--- src/rtl/irq_ctrl_pkg.sv ---
package irq_ctrl_pkg;

    localparam int PRIO_W = 3;
    typedef logic [PRIO_W-1:0] prio_t;

    typedef enum logic [1:0] {
        GW_IDLE = 2'd0,
        GW_PEND = 2'd1,
        GW_BUSY = 2'd2
    } gw_state_e;

    localparam logic [31:0] EN_BASE    = 32'h0000_2000;
    localparam logic [31:0] EN_STRIDE  = 32'h0000_0080;
    localparam logic [31:0] CTX_BASE   = 32'h0020_0000;
    localparam logic [31:0] CTX_STRIDE = 32'h0000_1000;

endpackage

--- src/rtl/irq_gateway.sv ---
module irq_gateway
    import irq_ctrl_pkg::*;
#(
    parameter bit EDGE = 1'b0
) (
    input  logic clk,
    input  logic rst_n,
    input  logic src_in,
    input  logic claim,
    input  logic complete,
    output logic pend,
    output logic busy
);

    gw_state_e state_q, state_d;
    logic      prev_q;
    logic      seen_q;
    logic      rise;
    logic      trig;

    assign rise = src_in & ~prev_q;
    assign trig = EDGE ? rise : src_in;

    // state register
    always_ff @(posedge clk) begin
        if (!rst_n) begin
            state_q <= GW_IDLE;
            prev_q  <= 1'b0;
            seen_q  <= 1'b0;
        end else begin
            state_q <= state_d;
            prev_q  <= src_in;
            if (state_q != GW_BUSY || complete)
                seen_q <= 1'b0;
            else if (rise)
                seen_q <= 1'b1;
        end
    end

    // next state
    always_comb begin
        state_d = state_q;
        unique case (state_q)
            GW_IDLE: if (trig)  state_d = GW_PEND;
            GW_PEND: if (claim) state_d = GW_BUSY;
            GW_BUSY: if (complete)
                         state_d = (EDGE && (seen_q || rise)) ? GW_PEND : GW_IDLE;
            default: state_d = GW_IDLE;
        endcase
    end

    // outputs
    always_comb begin
        pend = (state_q == GW_PEND);
        busy = (state_q == GW_BUSY);
    end

endmodule

--- src/rtl/irq_arbiter.sv ---
module irq_arbiter
    import irq_ctrl_pkg::*;
#(
    parameter int NSRC = 16,
    parameter int ID_W = 4
) (
    input  logic [NSRC-1:0]        pend,
    input  logic [NSRC-1:0]        en,
    input  logic [NSRC*PRIO_W-1:0] prio_flat,
    input  prio_t                  thr,
    output logic [ID_W-1:0]        win_id,
    output logic                   any_req
);

    always_comb begin
        prio_t best_p;
        prio_t p;
        best_p  = '0;
        win_id  = '0;
        any_req = 1'b0;
        for (int i = 1; i < NSRC; i++) begin
            p = prio_flat[i*PRIO_W +: PRIO_W];
            if (pend[i] && en[i] && (p > thr)) begin
                any_req = 1'b1;
                if (p > best_p) begin
                    best_p = p;
                    win_id = ID_W'(i);
                end
            end
        end
    end

endmodule

--- src/rtl/prio_irq_ctrl.sv ---
module prio_irq_ctrl
    import irq_ctrl_pkg::*;
#(
    parameter int              NSRC     = 16,
    parameter int              NCTX     = 2,
    parameter int              ADDR_W   = 24,
    parameter logic [NSRC-1:0] EDGE_SRC = {1'b1, {(NSRC-1){1'b0}}}
) (
    input  logic              clk,
    input  logic              rst_n,
    input  logic              bus_req,
    input  logic              bus_we,
    input  logic [ADDR_W-1:0] bus_addr,
    input  logic [31:0]       bus_wdata,
    output logic [31:0]       bus_rdata,
    input  logic [NSRC-1:0]   src_irq,
    output logic [NCTX-1:0]   ctx_irq
);

    localparam int ID_W  = (NSRC > 2) ? $clog2(NSRC) : 1;
    localparam int CTX_W = (NCTX > 1) ? $clog2(NCTX) : 1;
    localparam int NWORD = (NSRC + 31) / 32;
    localparam int ENW   = NWORD * 32;
    localparam logic [31:0] PRIO_END = 32'(NSRC * 4);
    localparam logic [31:0] EN_END   = EN_BASE + 32'(NCTX) * EN_STRIDE;
    localparam logic [31:0] CTX_END  = CTX_BASE + 32'(NCTX) * CTX_STRIDE;

    prio_t             prio_q [NSRC];
    logic [NSRC-1:0]   en_q   [NCTX];
    prio_t             thr_q  [NCTX];
    logic [31:0]       rdata_q;

    logic [NSRC*PRIO_W-1:0] prio_flat;
    logic [NCTX*PRIO_W-1:0] thr_flat;
    logic [NSRC-1:0]   gw_pend, gw_busy, claim_vec, cmp_vec;
    logic [ID_W-1:0]   win_id [NCTX];
    logic [NCTX-1:0]   any_req;

    // ---------------- address decode ----------------
    logic [31:0]      a32, en_off, ctx_off;
    logic             prio_hit, en_hit, thr_sel, clm_sel;
    logic [ID_W-1:0]  prio_idx;
    logic [CTX_W-1:0] en_ctx, c_ctx;
    logic [4:0]       en_wd;
    logic             rd_claim, wr_claim;

    always_comb begin
        a32      = 32'(bus_addr);
        en_off   = a32 - EN_BASE;
        ctx_off  = a32 - CTX_BASE;
        prio_hit = (a32 < PRIO_END);
        prio_idx = ID_W'(a32 >> 2);
        en_wd    = en_off[6:2];
        en_ctx   = CTX_W'(en_off >> 7);
        en_hit   = (a32 >= EN_BASE) && (a32 < EN_END) &&
                   ({27'b0, en_wd} < 32'(NWORD));
        c_ctx    = CTX_W'(ctx_off >> 12);
        thr_sel  = (a32 >= CTX_BASE) && (a32 < CTX_END) && (ctx_off[11:0] == 12'h000);
        clm_sel  = (a32 >= CTX_BASE) && (a32 < CTX_END) && (ctx_off[11:0] == 12'h004);
        rd_claim = bus_req && !bus_we && clm_sel;
        wr_claim = bus_req &&  bus_we && clm_sel;
    end

    // ---------------- configuration registers ----------------
    always_ff @(posedge clk) begin
        if (!rst_n) begin
            for (int i = 0; i < NSRC; i++) prio_q[i] <= '0;
            for (int c = 0; c < NCTX; c++) begin
                en_q[c]  <= '0;
                thr_q[c] <= '0;
            end
        end else if (bus_req && bus_we) begin
            for (int i = 1; i < NSRC; i++)
                if (prio_hit && prio_idx == ID_W'(i))
                    prio_q[i] <= bus_wdata[PRIO_W-1:0];
            for (int c = 0; c < NCTX; c++) begin
                for (int i = 1; i < NSRC; i++)
                    if (en_hit && en_ctx == CTX_W'(c) && {27'b0, en_wd} == 32'(i / 32))
                        en_q[c][i] <= bus_wdata[i % 32];
                if (thr_sel && c_ctx == CTX_W'(c))
                    thr_q[c] <= bus_wdata[PRIO_W-1:0];
            end
        end
    end

    always_comb begin
        for (int i = 0; i < NSRC; i++) prio_flat[i*PRIO_W +: PRIO_W] = prio_q[i];
        for (int c = 0; c < NCTX; c++) thr_flat[c*PRIO_W +: PRIO_W]  = thr_q[c];
    end

    // ---------------- claim / complete strobes ----------------
    always_comb begin
        for (int i = 0; i < NSRC; i++) begin
            claim_vec[i] = rd_claim && (i != 0) && (win_id[c_ctx] == ID_W'(i));
            cmp_vec[i]   = wr_claim && (i != 0) && (bus_wdata == 32'(i)) && en_q[c_ctx][i];
        end
    end

    // ---------------- gateways ----------------
    for (genvar g = 0; g < NSRC; g++) begin : g_src
        if (g == 0) begin : g_none
            assign gw_pend[g] = 1'b0;
            assign gw_busy[g] = 1'b0;
        end else begin : g_gw
            irq_gateway #(.EDGE(EDGE_SRC[g])) u_gw (
                .clk      (clk),
                .rst_n    (rst_n),
                .src_in   (src_irq[g]),
                .claim    (claim_vec[g]),
                .complete (cmp_vec[g]),
                .pend     (gw_pend[g]),
                .busy     (gw_busy[g])
            );
        end
    end

    // ---------------- per-context arbitration ----------------
    for (genvar c = 0; c < NCTX; c++) begin : g_ctx
        irq_arbiter #(.NSRC(NSRC), .ID_W(ID_W)) u_arb (
            .pend      (gw_pend),
            .en        (en_q[c]),
            .prio_flat (prio_flat),
            .thr       (thr_q[c]),
            .win_id    (win_id[c]),
            .any_req   (any_req[c])
        );
    end

    assign ctx_irq = any_req;

    // ---------------- read path ----------------
    logic [31:0] rd_val;
    always_comb begin
        logic [ENW-1:0] en_pad;
        rd_val = '0;
        en_pad = ENW'(en_q[en_ctx]);
        if (prio_hit) begin
            rd_val = 32'(prio_q[prio_idx]);
        end else if (en_hit) begin
            for (int w = 0; w < NWORD; w++)
                if ({27'b0, en_wd} == 32'(w)) rd_val = en_pad[32*w +: 32];
        end else if (thr_sel) begin
            rd_val = 32'(thr_q[c_ctx]);
        end else if (clm_sel) begin
            rd_val = 32'(win_id[c_ctx]);
        end
    end

    always_ff @(posedge clk) begin
        if (!rst_n)
            rdata_q <= '0;
        else if (bus_req && !bus_we)
            rdata_q <= rd_val;
    end

    assign bus_rdata = rdata_q;

endmodule

--- config.mk ---
export PLATFORM = sky130hd
export DESIGN_NAME = prio_irq_ctrl
export DESIGN_NICKNAME = d
export VERILOG_FILES = /design/src/rtl/irq_ctrl_pkg.sv /design/src/rtl/irq_gateway.sv /design/src/rtl/irq_arbiter.sv /design/src/rtl/prio_irq_ctrl.sv
export SDC_FILE = /design/constraint.sdc
export NUM_CORES = 1
export LEC_CHECK = 0
export ABC_CLOCK_PERIOD_IN_PS = 32200
export BUFFER_PORTS_ARGS = -buffer_cell sky130_fd_sc_hd__buf_2
export CAP_MARGIN = 10
export CORE_UTILIZATION = 65
export CTS_CLUSTER_SIZE = 30
export DETAILED_ROUTE_END_ITERATION = 10
export HOLD_SLACK_MARGIN = 0.05
export PLACE_DENSITY = 0.83
export SYNTH_ARGS = -nofsm -noshare
export SYNTH_HDL_FRONTEND = slang
export SYNTH_HIERARCHICAL = 1
export SYNTH_SLANG_ARGS = --single-unit
--- constraint.sdc ---
create_clock -name clk -period 32.2 [get_ports clk]
set_clock_uncertainty 0.05 [all_clocks]
set_input_delay 4.83 -clock clk [delete_from_list [all_inputs] [get_ports clk]]
set_output_delay 4.83 -clock clk [all_outputs]
set_load 0.005 [all_outputs]
==> results.toml <==
[outcome]
status = "finished, final reports clean"

[min_path]
holdCritPathClass = "flip-flop to flip-flop"
hold_depth = 2

[clocking]
cts_made_buffers = 17
post_cts_resized = 0
clk_latency_ns = 0.44
cts.clk_slew.worst_paths_ns = 0.07
clock-root-buffer = "clkbuf_16"
post_cts_buffers = 0
clockBufferDepth = 2
clkSinkCount = 129
postCtsHoldBufs = 0
cts_tree = "yes"
htreeDepth = 4

[yosys]
synth.cell_area_um2 = 12900
synth_flop_cell = "edfxtp_1"
synthTopCellsByArea = "edfxtp_1 19%, ha_1 17%, dfxtp_1 7.4%"
synth_common_cells = "174 x ha_1, 134 x nor2_1, 104 x nand2_1"
synthArstFlopShare_pct = 0
ys_types = 92
yosysTopAreaCell = "edfxtp_1"
synth_enable_flop_cells = 81
ys_warn_count = 6
synth_top_area_share_pct = 18.8
postSynthAreaPerCell_um2 = 8.79
ys_seq_area_share_pct = 26.3
synthCells = 1470
ys_ff_latch = 129
synth.most_common_cell = "ha_1"

[placed_design]
gp_congestion = 0.968
preCtsSetupSlack_ns = 10.06
hpwl_um = 29600
io_buffers = 92
dp_cells = 1803

[sta]
fin_crit_sh_pct = 71.8
rsz0062_at_grt = "no"
slew_headroom_pct = 28.4
timing.fmax_mhz = 43.2
drv_slew = 0
fin_ws_ns = 9.08
final-setup-viol-count = 0
finalHoldViolations = 0
period_needed_ns = 23.12
tns_ns = 0
worstMarginPinSlew_ns = 1.06

[setup_path]
path_delay_family = "compound AO/OA/AOI/OAI gates"
slowest_delay_ns = 0.81
arrival_ns = 23.44
critPathSlowestCell = "a32oi_1"
required_ns = 32.52
critical_path.max_fanout = 16
critical_path_buf_inv_count = 8
cp.depth = 112
path_class = "flip-flop to flip-flop"
reg2reg_depth = 112
end_kind = "flip-flop"
start_kind = "flip-flop"
crit_top_cell = "ha_1"

[detailed_routing]
met3_length_um = 4780
firstDrtPassIters = 6
maxUsedRoutingLayer = "met5"
postRouteAntennaNets = 0
wl_per_cell_um = 21.3
viasPerCell = 6.70
drc_errors = 0
wirelength_met1_um = 15200
routed-wl-met2_um = 17600
num_vias = 12300
drt_iter0_markers = 1524
routed_wl_um = 39200

[floorplan]
die_x_um = 143
start_util_pct = 66.4
coreArea_um2 = 19500
dieArea_um2 = 20400
ios = 110
die_h_um = 143
rows = 51

[final_layout]
area_growth_syn_to_layout_pct = 9.39
final_nets = 1807
multi_input_area_um2 = 9000
ff_latch_area_um2 = 3390
num-fill-cells = 1461
fin_util_pct = 72.6
final_cell_count_no_fill = 1835
drive_gt1_share_pct = 15.5
diodes = 0

[pwr]
p_leak_uw = 0.00606
pwr_density_cell_nw_per_um2 = 39.8
peakVddDrop_mv = 0.0362

[grt]
antenna_found_initial = 1
grt_usage_pct = 38.8
grt_max_degree = 89
overflow = 0
grt_pass1_wl_um = 59300
grt_pass1_vias = 11400

[run]
drv_cap = 0
[per-stage QoR]
stage / power, µW / hold WS (ns) / cell area [µm²]
after floorplan: 316 / 0.407 / 13000
after global placement: 357 / 0.400 / 13600
after detailed placement: 364 / 0.409 / 13600
after CTS: 555 / 0.419 / 14100
after global routing: 585 / 0.441 / 14100
final: 562 / 0.419 / 14100
[cell type report]
type | count | share of cell area (%)
Inverter | 85 | 2.26
Tap cell | 265 | 2.35
Sequential cell | 129 | 24.0
Multi-Input combinational cell | 1223 | 63.7
Timing Repair Buffer | 101 | 3.74
Clock inverter | 15 | 0.965
Clock buffer | 17 | 3.01
[worst reg2reg max path: cells and delay by family (launching register included)]
kind	cells	cell delay, ns
flip-flops	1	0.38
buffers and inverters	8	0.84
AND/OR/NAND/NOR	43	7.03
multiplexers	1	0.38
adder cells (fa/ha/maj)	15	4.02
AO/OA/AOI/OAI	45	10.34
[kinds of logic after synthesis]
group	share of synthesized area [%]
mux	6.31
buf+inv	4.52
compound gates	17.9
other cells	0.0290
fa+ha+maj	16.9
flops	26.3
simple gates	28.1
[report_power, final]
part           internal (µW)  leakage (µW)  switching [µW]
clock                    102      0.000279            91.5
combinational           71.9       0.00462            97.9
sequential               184       0.00116            14.8
[sequential cells by signal, indices dropped and copies added (netlist names)]
signal	flops
en_q	30
prio_q	45
bus_rdata	16
thr_q	6
g_src.g_gw.u_gw/seen_q	1
g_src.g_gw.u_gw/prev_q	1
g_src.g_gw.u_gw/state_q	30
[layer usage]
layer  global-route usage, %  up-vias
met3                    8.69      143
met4                    17.0        2
met1                    49.1     5706
met5                       0        -
li1                        -     5626
met2                    63.1      819
[worst paths after layout]
kind | startpoint | end | slack, ns
worst max-delay path | thr_q[0][0] | g_src[1].g_gw.u_gw/state_q[0] | 9.08
worst min-delay path | bus_rdata[4] | bus_rdata[4] | 0.42
worst max register to register | thr_q[0][0] | g_src[1].g_gw.u_gw/state_q[0] | 9.08
worst min register to register | bus_rdata[4] | bus_rdata[4] | 0.42
[placed cells by master, fill, tap and decap left out, types with 16 or more instances in the layout]
| master | n |
|---|---|
| nand2b_2 | 16 |
| clkbuf_16 | 17 |
| buf_2 | 92 |
| mux2i_1 | 32 |
| nand2b_1 | 29 |
| nor4_1 | 17 |
| nor3_1 | 28 |
| a21oi_1 | 67 |
| a31oi_1 | 20 |
| and2_1 | 43 |
| o21a_1 | 20 |
| ha_1 | 174 |
| mux2_2 | 24 |
| nor2b_1 | 69 |
| nor2_1 | 134 |
| edfxtp_1 | 81 |
| nand2_1 | 104 |
| inv_1 | 85 |
| dfxtp_1 | 48 |
| nand3_1 | 79 |
| o21ai_0 | 48 |
| conb_1 | 16 |
(Power assumes the default switching activity.)
